==> config.mk <==
export PLATFORM = sky130hd
export DESIGN_NAME = dual_cpu_mem_sel
export DESIGN_NICKNAME = d
export VERILOG_FILES = /design/src/rtl/mem_sel_pkg.sv /design/src/rtl/sub_addr_dec.sv /design/src/rtl/main_path.sv /design/src/rtl/dual_cpu_mem_sel.sv
export SDC_FILE = /design/constraint.sdc
export NUM_CORES = 1
export LEC_CHECK = 0
export ABC_AREA = 1
export CAP_MARGIN = 30
export CELL_PAD_IN_SITES_DETAIL_PLACEMENT = 1
export CELL_PAD_IN_SITES_GLOBAL_PLACEMENT = 1
export CORE_AREA = 2 2 63 65
export DETAILED_ROUTE_END_ITERATION = 10
export DIE_AREA = 0 0 65 67
export GPL_TIMING_DRIVEN = 0
export MAX_ROUTING_LAYER = met4
export PLACE_DENSITY_LB_ADDON = 0.1
export SLEW_MARGIN = 20
export SYNTH_ARGS = -nofsm -noshare
export SYNTH_HDL_FRONTEND = slang
export SYNTH_SLANG_ARGS = --single-unit
==> constraint.sdc <==
create_clock -name clk_i -period 1 [get_ports clk_i]
set_input_delay 0.15 -clock clk_i [delete_from_list [all_inputs] [get_ports clk_i]]
set_output_delay 0.15 -clock clk_i [all_outputs]
set_load 0.05 [all_outputs]
==> src/rtl/mem_sel_pkg.sv <==
package mem_sel_pkg;
  typedef enum logic {
    OWN_SUB  = 1'b0,
    OWN_MAIN = 1'b1
  } owner_e;

  typedef struct packed {
    logic rom_ce_n;
    logic rom_oe_n;
    logic ram_cs_n;
    logic ram_oe_n;
    logic ram_we_n;
  } shr_strb_t;

  localparam shr_strb_t STRB_IDLE = '{default: 1'b1};
endpackage

==> src/rtl/sub_addr_dec.sv <==
module sub_addr_dec
  import mem_sel_pkg::*;
#(
  parameter int AW     = 16,
  parameter int SHR_AW = 13,
  parameter int LOC_N  = 4,
  parameter int LOC_AW = 11
) (
  input  logic [AW-1:0]    addr_i,
  input  logic             mreq_ni,
  input  logic             rd_ni,
  input  logic             wr_ni,
  output shr_strb_t        strb_o,
  output logic [LOC_N-1:0] loc_cs_no
);
  localparam int RW     = AW - SHR_AW;
  localparam int LOC_IW = SHR_AW - LOC_AW;

  logic [RW-1:0]     region;
  logic [LOC_IW-1:0] bank_idx;
  logic rd_acc, wr_acc, rom_hit, ram_hit, loc_hit;

  assign region   = addr_i[AW-1:SHR_AW];
  assign bank_idx = addr_i[SHR_AW-1:LOC_AW];
  assign rd_acc   = !mreq_ni && !rd_ni;
  assign wr_acc   = !mreq_ni && !wr_ni;
  assign rom_hit  = (region == RW'(0));
  assign ram_hit  = (region == RW'(1));
  assign loc_hit  = (region == RW'(2)) && (rd_acc || wr_acc);

  always_comb begin
    strb_o          = STRB_IDLE;
    strb_o.rom_ce_n = !rom_hit;
    strb_o.rom_oe_n = !(rom_hit && rd_acc);
    strb_o.ram_cs_n = !ram_hit;
    strb_o.ram_oe_n = !(ram_hit && rd_acc);
    strb_o.ram_we_n = !(ram_hit && wr_acc);
  end

  for (genvar g = 0; g < LOC_N; g++) begin : g_bank
    assign loc_cs_no[g] = !(loc_hit && (bank_idx == LOC_IW'(g)));
  end
endmodule

==> src/rtl/main_path.sv <==
module main_path
  import mem_sel_pkg::*;
#(
  parameter int SHR_AW   = 13,
  parameter int BOOT_BIT = 12
) (
  input  logic              rom_req_ni,
  input  logic              ram_req_ni,
  input  logic              rd_ni,
  input  logic              wr_ni,
  input  logic              sub_rst_i,
  input  logic              sub_ack_ni,
  input  logic [SHR_AW-1:0] addr_i,
  output logic              rom_sel_o,
  output logic              ram_sel_o,
  output shr_strb_t         strb_o,
  output logic [SHR_AW-1:0] addr_o
);
  assign rom_sel_o = !rom_req_ni;
  // ROM request has priority; RAM needs sub held in reset and acknowledged
  assign ram_sel_o = rom_req_ni && !ram_req_ni && sub_rst_i && !sub_ack_ni;

  always_comb begin
    strb_o          = STRB_IDLE;
    strb_o.rom_ce_n = !rom_sel_o;
    strb_o.rom_oe_n = !(rom_sel_o && !rd_ni);
    strb_o.ram_cs_n = !ram_sel_o;
    strb_o.ram_oe_n = !(ram_sel_o && !rd_ni);
    strb_o.ram_we_n = !(ram_sel_o && !wr_ni);
    addr_o          = addr_i;
    if (rom_sel_o) addr_o[BOOT_BIT] = 1'b1;
  end
endmodule

==> src/rtl/dual_cpu_mem_sel.sv <==
module dual_cpu_mem_sel
  import mem_sel_pkg::*;
#(
  parameter int AW       = 16,
  parameter int SHR_AW   = 13,
  parameter int BOOT_BIT = 12,
  parameter int LOC_N    = 4,
  parameter int LOC_AW   = 11
) (
  input  logic              clk_i,
  input  logic              rst_ni,
  input  logic              main_rom_req_ni,
  input  logic              main_ram_req_ni,
  input  logic              main_rd_ni,
  input  logic              main_wr_ni,
  input  logic [SHR_AW-1:0] main_addr_i,
  input  logic              sub_rst_i,
  input  logic              sub_ack_ni,
  input  logic [AW-1:0]     sub_addr_i,
  input  logic              sub_mreq_ni,
  input  logic              sub_rd_ni,
  input  logic              sub_wr_ni,
  output logic              rom_ce_no,
  output logic              rom_oe_no,
  output logic              ram_cs_no,
  output logic              ram_oe_no,
  output logic              ram_we_no,
  output logic [SHR_AW-1:0] mem_addr_o,
  output logic [LOC_N-1:0]  loc_cs_no,
  output logic              grant_main_o
);
  shr_strb_t         sub_strb, main_strb, shr_strb;
  logic [SHR_AW-1:0] main_addr_m;
  logic              main_rom_sel, main_ram_sel;
  owner_e            owner_d, owner_q;

  sub_addr_dec #(
    .AW(AW), .SHR_AW(SHR_AW), .LOC_N(LOC_N), .LOC_AW(LOC_AW)
  ) u_sub_dec (
    .addr_i   (sub_addr_i),
    .mreq_ni  (sub_mreq_ni),
    .rd_ni    (sub_rd_ni),
    .wr_ni    (sub_wr_ni),
    .strb_o   (sub_strb),
    .loc_cs_no(loc_cs_no)
  );

  main_path #(
    .SHR_AW(SHR_AW), .BOOT_BIT(BOOT_BIT)
  ) u_main (
    .rom_req_ni(main_rom_req_ni),
    .ram_req_ni(main_ram_req_ni),
    .rd_ni     (main_rd_ni),
    .wr_ni     (main_wr_ni),
    .sub_rst_i (sub_rst_i),
    .sub_ack_ni(sub_ack_ni),
    .addr_i    (main_addr_i),
    .rom_sel_o (main_rom_sel),
    .ram_sel_o (main_ram_sel),
    .strb_o    (main_strb),
    .addr_o    (main_addr_m)
  );

  assign owner_d    = (main_rom_sel || main_ram_sel) ? OWN_MAIN : OWN_SUB;
  assign shr_strb   = (owner_d == OWN_MAIN) ? main_strb : sub_strb;
  assign mem_addr_o = (owner_d == OWN_MAIN) ? main_addr_m : sub_addr_i[SHR_AW-1:0];
  assign rom_ce_no  = shr_strb.rom_ce_n;
  assign rom_oe_no  = shr_strb.rom_oe_n;
  assign ram_cs_no  = shr_strb.ram_cs_n;
  assign ram_oe_no  = shr_strb.ram_oe_n;
  assign ram_we_no  = shr_strb.ram_we_n;

  always_ff @(posedge clk_i or negedge rst_ni) begin
    if (!rst_ni) owner_q <= OWN_SUB;
    else         owner_q <= owner_d;
  end
  assign grant_main_o = (owner_q == OWN_MAIN);

  assert_sub_addr_R1: assert property (@(posedge clk_i) disable iff (!rst_ni)
    (main_rom_req_ni && main_ram_req_ni) |-> (mem_addr_o == sub_addr_i[SHR_AW-1:0]));

  assert_main_rom_R2: assert property (@(posedge clk_i) disable iff (!rst_ni)
    !main_rom_req_ni |-> (!rom_ce_no && rom_oe_no == main_rd_ni && mem_addr_o[BOOT_BIT]));

  assert_main_ram_R3: assert property (@(posedge clk_i) disable iff (!rst_ni)
    (main_rom_req_ni && !main_ram_req_ni && sub_rst_i && !sub_ack_ni)
      |-> (!ram_cs_no && ram_we_no == main_wr_ni && ram_oe_no == main_rd_ni && rom_ce_no));

  assert_rom_prio_R4: assert property (@(posedge clk_i) disable iff (!rst_ni)
    !main_rom_req_ni |-> (ram_cs_no && ram_oe_no && ram_we_no));

  assert_loc_onehot_R7: assert property (@(posedge clk_i) disable iff (!rst_ni)
    $onehot0(~loc_cs_no));

  assert_loc_idle_R7: assert property (@(posedge clk_i) disable iff (!rst_ni)
    sub_mreq_ni |-> (&loc_cs_no));

  assert_grant_set_R9: assert property (@(posedge clk_i) disable iff (!rst_ni)
    !main_rom_req_ni |=> grant_main_o);

  assert_grant_clr_R9: assert property (@(posedge clk_i) disable iff (!rst_ni)
    (main_rom_req_ni && main_ram_req_ni) |=> !grant_main_o);
endmodule

-- Word-level counts from Yosys, hierarchy flattened
Cells that the tools add are included.
- add/subtract/negate cells: 0
- multiply operators: 0
- div/mod/pow operators: 0
- magnitude comparators: 0
- equal/unequal tests: 5
- shift-type cells: 0
- mux-type cells: 4
- bitwise gates (word level): 0
- reductions and logical operators: 41
- operators with widths (cell ; number):
    zero test 1 bit ; 21
    logical AND 1 bit ; 16
    two-way mux 13 bit ; 1
    two-way mux 5 bit ; 1
    == test 2 bit (second input constant) ; 2
    == test 3 x 1 -> 1 bit (second input constant) ; 1
    == test 3 x 2 -> 1 bit (second input constant) ; 1
    zero test 3 bit ; 1
    == test 2 x 1 -> 1 bit (second input constant) ; 1
    zero test 2 bit ; 1
    logical OR 1 bit ; 2
    two-way mux 1 bit ; 2
- register bits: 1
- latch bits: 0
- memory bits (writable): 0
- ROM bits: 0
- input bits: 40
- word-level logic and storage cells: 51
- memories: 0

-- Depth between registers and ports, before layout
- depth in word-level cells: 7
- mapped depth: 8

-- By module
A second synthesis with hierarchy kept.
- cell total of the unflattened synthesis: 110
- area, all modules: 594.3 um2
- modules (own cells, without submodules) (module ; times used ; cells each ; area each (um2)):
    dual_cpu_mem_sel ; 1 ; 62 ; 329.1
    main_path ; 1 ; 25 ; 152.6
    sub_addr_dec ; 1 ; 23 ; 112.6

-- Worst setup path after synthesis
Ideal clock, no wire load.
- path type: in2out
- from: input port main_rom_req_ni
- to: output port rom_ce_no
- arrival: 1418 ps
- data required time: 850 ps
- slack: -568 ps
- stages on the path: 3
- path buffers: 1
- cells stage by stage: buf_6 inv_1 o21ai_0
- longest elaborated chain between the ends: 6
- ends and longest elaborated chain (element ; line ; text):
    start, declared ; dual_cpu_mem_sel.sv:12 ; input logic main_rom_req_ni,
    logical AND 1 bit (3 in series) ; main_path.sv:21 ; assign ram_sel_o = rom_req_ni && !ram_req_ni && sub_rst_i && !sub_ack_ni;
    logical OR 1 bit ; dual_cpu_mem_sel.sv:64 ; assign owner_d = (main_rom_sel || main_ram_sel) ? OWN_MAIN : OWN_SUB;
    two-way mux 1 bit ; dual_cpu_mem_sel.sv:64 ;
    two-way mux 5 bit * ; dual_cpu_mem_sel.sv:65 ; assign shr_strb = (owner_d == OWN_MAIN) ? main_strb : sub_strb;
    end, declared ; dual_cpu_mem_sel.sv:23 ; output logic rom_ce_no,
Every way passes the cells marked *; elsewhere a longest branch is shown, timed or not.

-- Worst setup path after layout
- from: input port sub_ack_ni
- to: output port mem_addr_o[11]
- longest elaborated chain between the ends: 5
- ends and longest elaborated chain (element ; line ; text):
    start, declared ; dual_cpu_mem_sel.sv:18 ; input logic sub_ack_ni,
    zero test 1 bit ; main_path.sv:21 ;
    logical AND 1 bit ; main_path.sv:21 ;
    logical OR 1 bit ; dual_cpu_mem_sel.sv:64 ;
    two-way mux 1 bit ; dual_cpu_mem_sel.sv:64 ;
    named net owner_d ; dual_cpu_mem_sel.sv:35 ; owner_e owner_d, owner_q;
    two-way mux 13 bit ; dual_cpu_mem_sel.sv:66 ; assign mem_addr_o = (owner_d == OWN_MAIN) ? main_addr_m : sub_addr_i[SHR_AW-1:0];
    end, declared ; dual_cpu_mem_sel.sv:28 ; output logic [SHR_AW-1:0] mem_addr_o,
The timed path passes the listed nets, and every way through them passes these cells.

==> results.py <==
metrics = {
    "status": {
        "status": "finished, violations left",
        "failed_checks": "negative setup slack",
    },
    "worst_setup_path": {
        "crit_type": "input port to output pin",
        "crit_fanout": 5,
        "cp.arrival_ns": 1.06,
        "crit_required_ns": 0.85,
        "crit_path_end_kind": "output pin",
        "worstSetupStartpointType": "input port",
    },
    "floorplan": {
        "core-area_mm2": 0.003606,
        "start_util_pct": 11.76,
        "fp.dieW_um": 65,
        "dieArea_mm2": 0.004355,
        "die_h_um": 67,
        "row_count": 22,
        "ios": 63,
    },
    "yosys": {
        "yosys-top-cells-area": "nand2_1 (33%), nand3_1 (22%), inv_1 (7.1%)",
        "syn_avg_cell_area_um2": 4.875,
        "synthTopCellsByCount": "nand2_1 (37), nand3_1 (19), inv_1 (8)",
        "ys_seq_area_share_pct": 5.900,
        "synth_top_area_cell": "nand2_1",
        "syn_inst": 87,
        "synth_cell_types": 16,
        "synth_top_area_share_pct": 32.74,
        "synth.cell_area_um2": 424.2,
        "synthArstFlopShare_pct": 100.0,
        "ys.flop_type": "dfrtp_1",
        "synth_warnings": 0,
        "synth-edff-count": 0,
        "syn_nets": 127,
        "ys_ff_latch": 1,
        "yosysMostFrequentCell": "nand2_1",
    },
    "pwr": {
        "swShare_pct": 51.54,
        "seq_power_share_pct": 4.8,
        "p_switching_uw": 475.6,
        "clock_power_share_pct": 0,
        "p_int_uw": 447.2,
        "pwr-share-comb_pct": 95.2,
        "power_uw": 922.8,
        "peakVddDrop_mv": 0.1826,
        "leakagePower_nw": 0.7199,
        "power.density_mw_per_mm2": 604.1,
    },
    "sta": {
        "setup_viol": 18,
        "final_max_slew_viol_count": 0,
        "clock.fmax_ghz": 0.8299,
        "rsz0062_at_grt": "yes",
        "finalCritPeriodShare_pct": 120.5,
        "maxSlewHeadroom_pct": 68.10,
        "tightest_slew_ns": 0.4805,
        "fin_ws_ns": -0.2050,
        "period_minus_slack_ns": 1.205,
        "hold_viol_final": 0,
    },
    "drt": {
        "viasPerCell": 4.074,
        "ant_nets": 0,
        "avgRoutedWirePerCell_um": 12.38,
        "wirelength_um": 2525,
        "drtIter0Drc": 17,
        "drc_errors": 0,
        "firstDrtPassIters": 3,
        "num_vias": 831,
    },
    "placement": {
        "io_buffers": 61,
        "placedCellCount": 196,
        "gp_congestion": 0.6617,
        "hpwl_um": 1958,
    },
    "finish": {
        "largest_reg_flops": 1,
        "drive_gt1_share_pct": 55.77,
        "instances_no_fill": 204,
        "area.growth.synth_to_final_pct": 260.2,
        "nNetsFinal": 198,
        "n_antenna_cell": 0,
    },
    "grt": {
        "overflow": 0,
        "antenna_found_initial": 0,
        "grt_max_degree": 11,
        "grt_pass1_wl_um": 4202,
        "grt_usage_pct": 12.14,
        "grt_pass1_vias": 920,
    },
    "cts": {
        "cts.clk_slew.worst_paths_ns": 0,
        "ctsHoldBuffers": 0,
    },
    "job": {
        "maxCapViolations": 0,
    },
    "worst_hold_path": {
        "hp-class": "input port to asynchronous set/reset pin",
    },
}
## logic make-up (layout without fill, tap and decap cells)
kind of cell,count (synthesis),in the layout,synth area share (%)
AOI/OAI and AO/OA,3,3,3.539
buffers and inverters,13,82,15.34
DFF,1,1,5.899
and+or+nand+nor,70,70,75.22
## power by group through the flow
| stage | registers, mW | logic, mW | clock network, mW |
|---|---|---|---|
| floorplan | 0.0532 | 0.404 | 0 |
| global placement | 0.0443 | 0.713 | 0 |
| detailed placement | 0.0444 | 0.722 | 0 |
| CTS | 0.0443 | 0.887 | 0 |
| global route | 0.0444 | 0.927 | 0 |
| finish | 0.0440 | 0.879 | 0 |
## stage by stage
stage	worst slack, ns	instance area (um^2)	hold WS, ns	setup TNS [ns]	utilization (%)
3_5_place_dp	-1.338	1252	0.3017	-26.38	34.73
2_1_floorplan	-0.05481	581.8	-0.1456	-0.5234	-
3_3_place_gp	-1.300	1252	0.2985	-25.78	34.73
4_1_cts	-0.2238	1523	0.3017	-2.741	42.23
5_1_grt	-0.2512	1528	0.3091	-3.346	42.37
6_report	-0.2050	1528	0.2987	-2.481	42.37
## per-layer routing
| metal | part of all wire, % | global-route usage, % | vias up |
|---|---|---|---|
| li1 | - | - | 421 |
| met1 | 39 | 14.13 | 382 |
| met2 | 57 | 24.10 | 28 |
| met3 | 4.6 | 0.8446 | 0 |
| met4 | 0 | 0 | 0 |
| met5 | 0 | - | - |
## cell type report
cell class,count,area (um^2)
fill,427,2078
tap,48,60.06
multi-input combinational,73,599.3
inverter,9,42.54
sequential,1,25.02
buffer,4,55.05
timing repair buffer,69,745.7
## final timing paths
check / start / endpoint / slack (ns)
worst max-delay path: sub_ack_ni / mem_addr_o[11] / -0.21
worst min-delay path: rst_ni / grant_main_o$_DFF_PN0_ / 0.30
max in group asynchronous: rst_ni / grant_main_o$_DFF_PN0_ / 0.60
min in group clk_i: main_rom_req_ni / grant_main_o$_DFF_PN0_ / 0.52
## layout by cell type, fill, tap and decap left out, types with 2 or more instances in the layout
master	Yosys	layout
nand2_1	37	8
nand3_1	19	17
nand3_2	0	2
buf_2	1	4
nand2_2	1	6
nor2_1	4	2
buf_6	2	13
nand4_1	4	4
nor2_4	0	2
inv_1	8	6
inv_4	0	2
nand2_4	2	24
buf_8	0	18
clkdlybuf4s50_1	0	25
buf_4	0	6
nand2_8	0	2
dlygate4sd2_1	0	5
## critical path: stages
cell     delay (ns)
buf_6          0.09
nor2_4         0.14
nand2_4        0.09
nand2_4        0.09
buf_6          0.10
buf_8          0.13
nand2_4        0.06
nand2_4        0.05
buf_8          0.14
## timing repair
item                                    CTS  global route
gates resized for setup                 247            11
pin swaps                                16             6
cloned                                    1             0
endpoints found under the hold margin     0             0
endpoints found under the setup margin   24            22
buffers inserted                          8             0
Power figures use the tool's default switching activity.
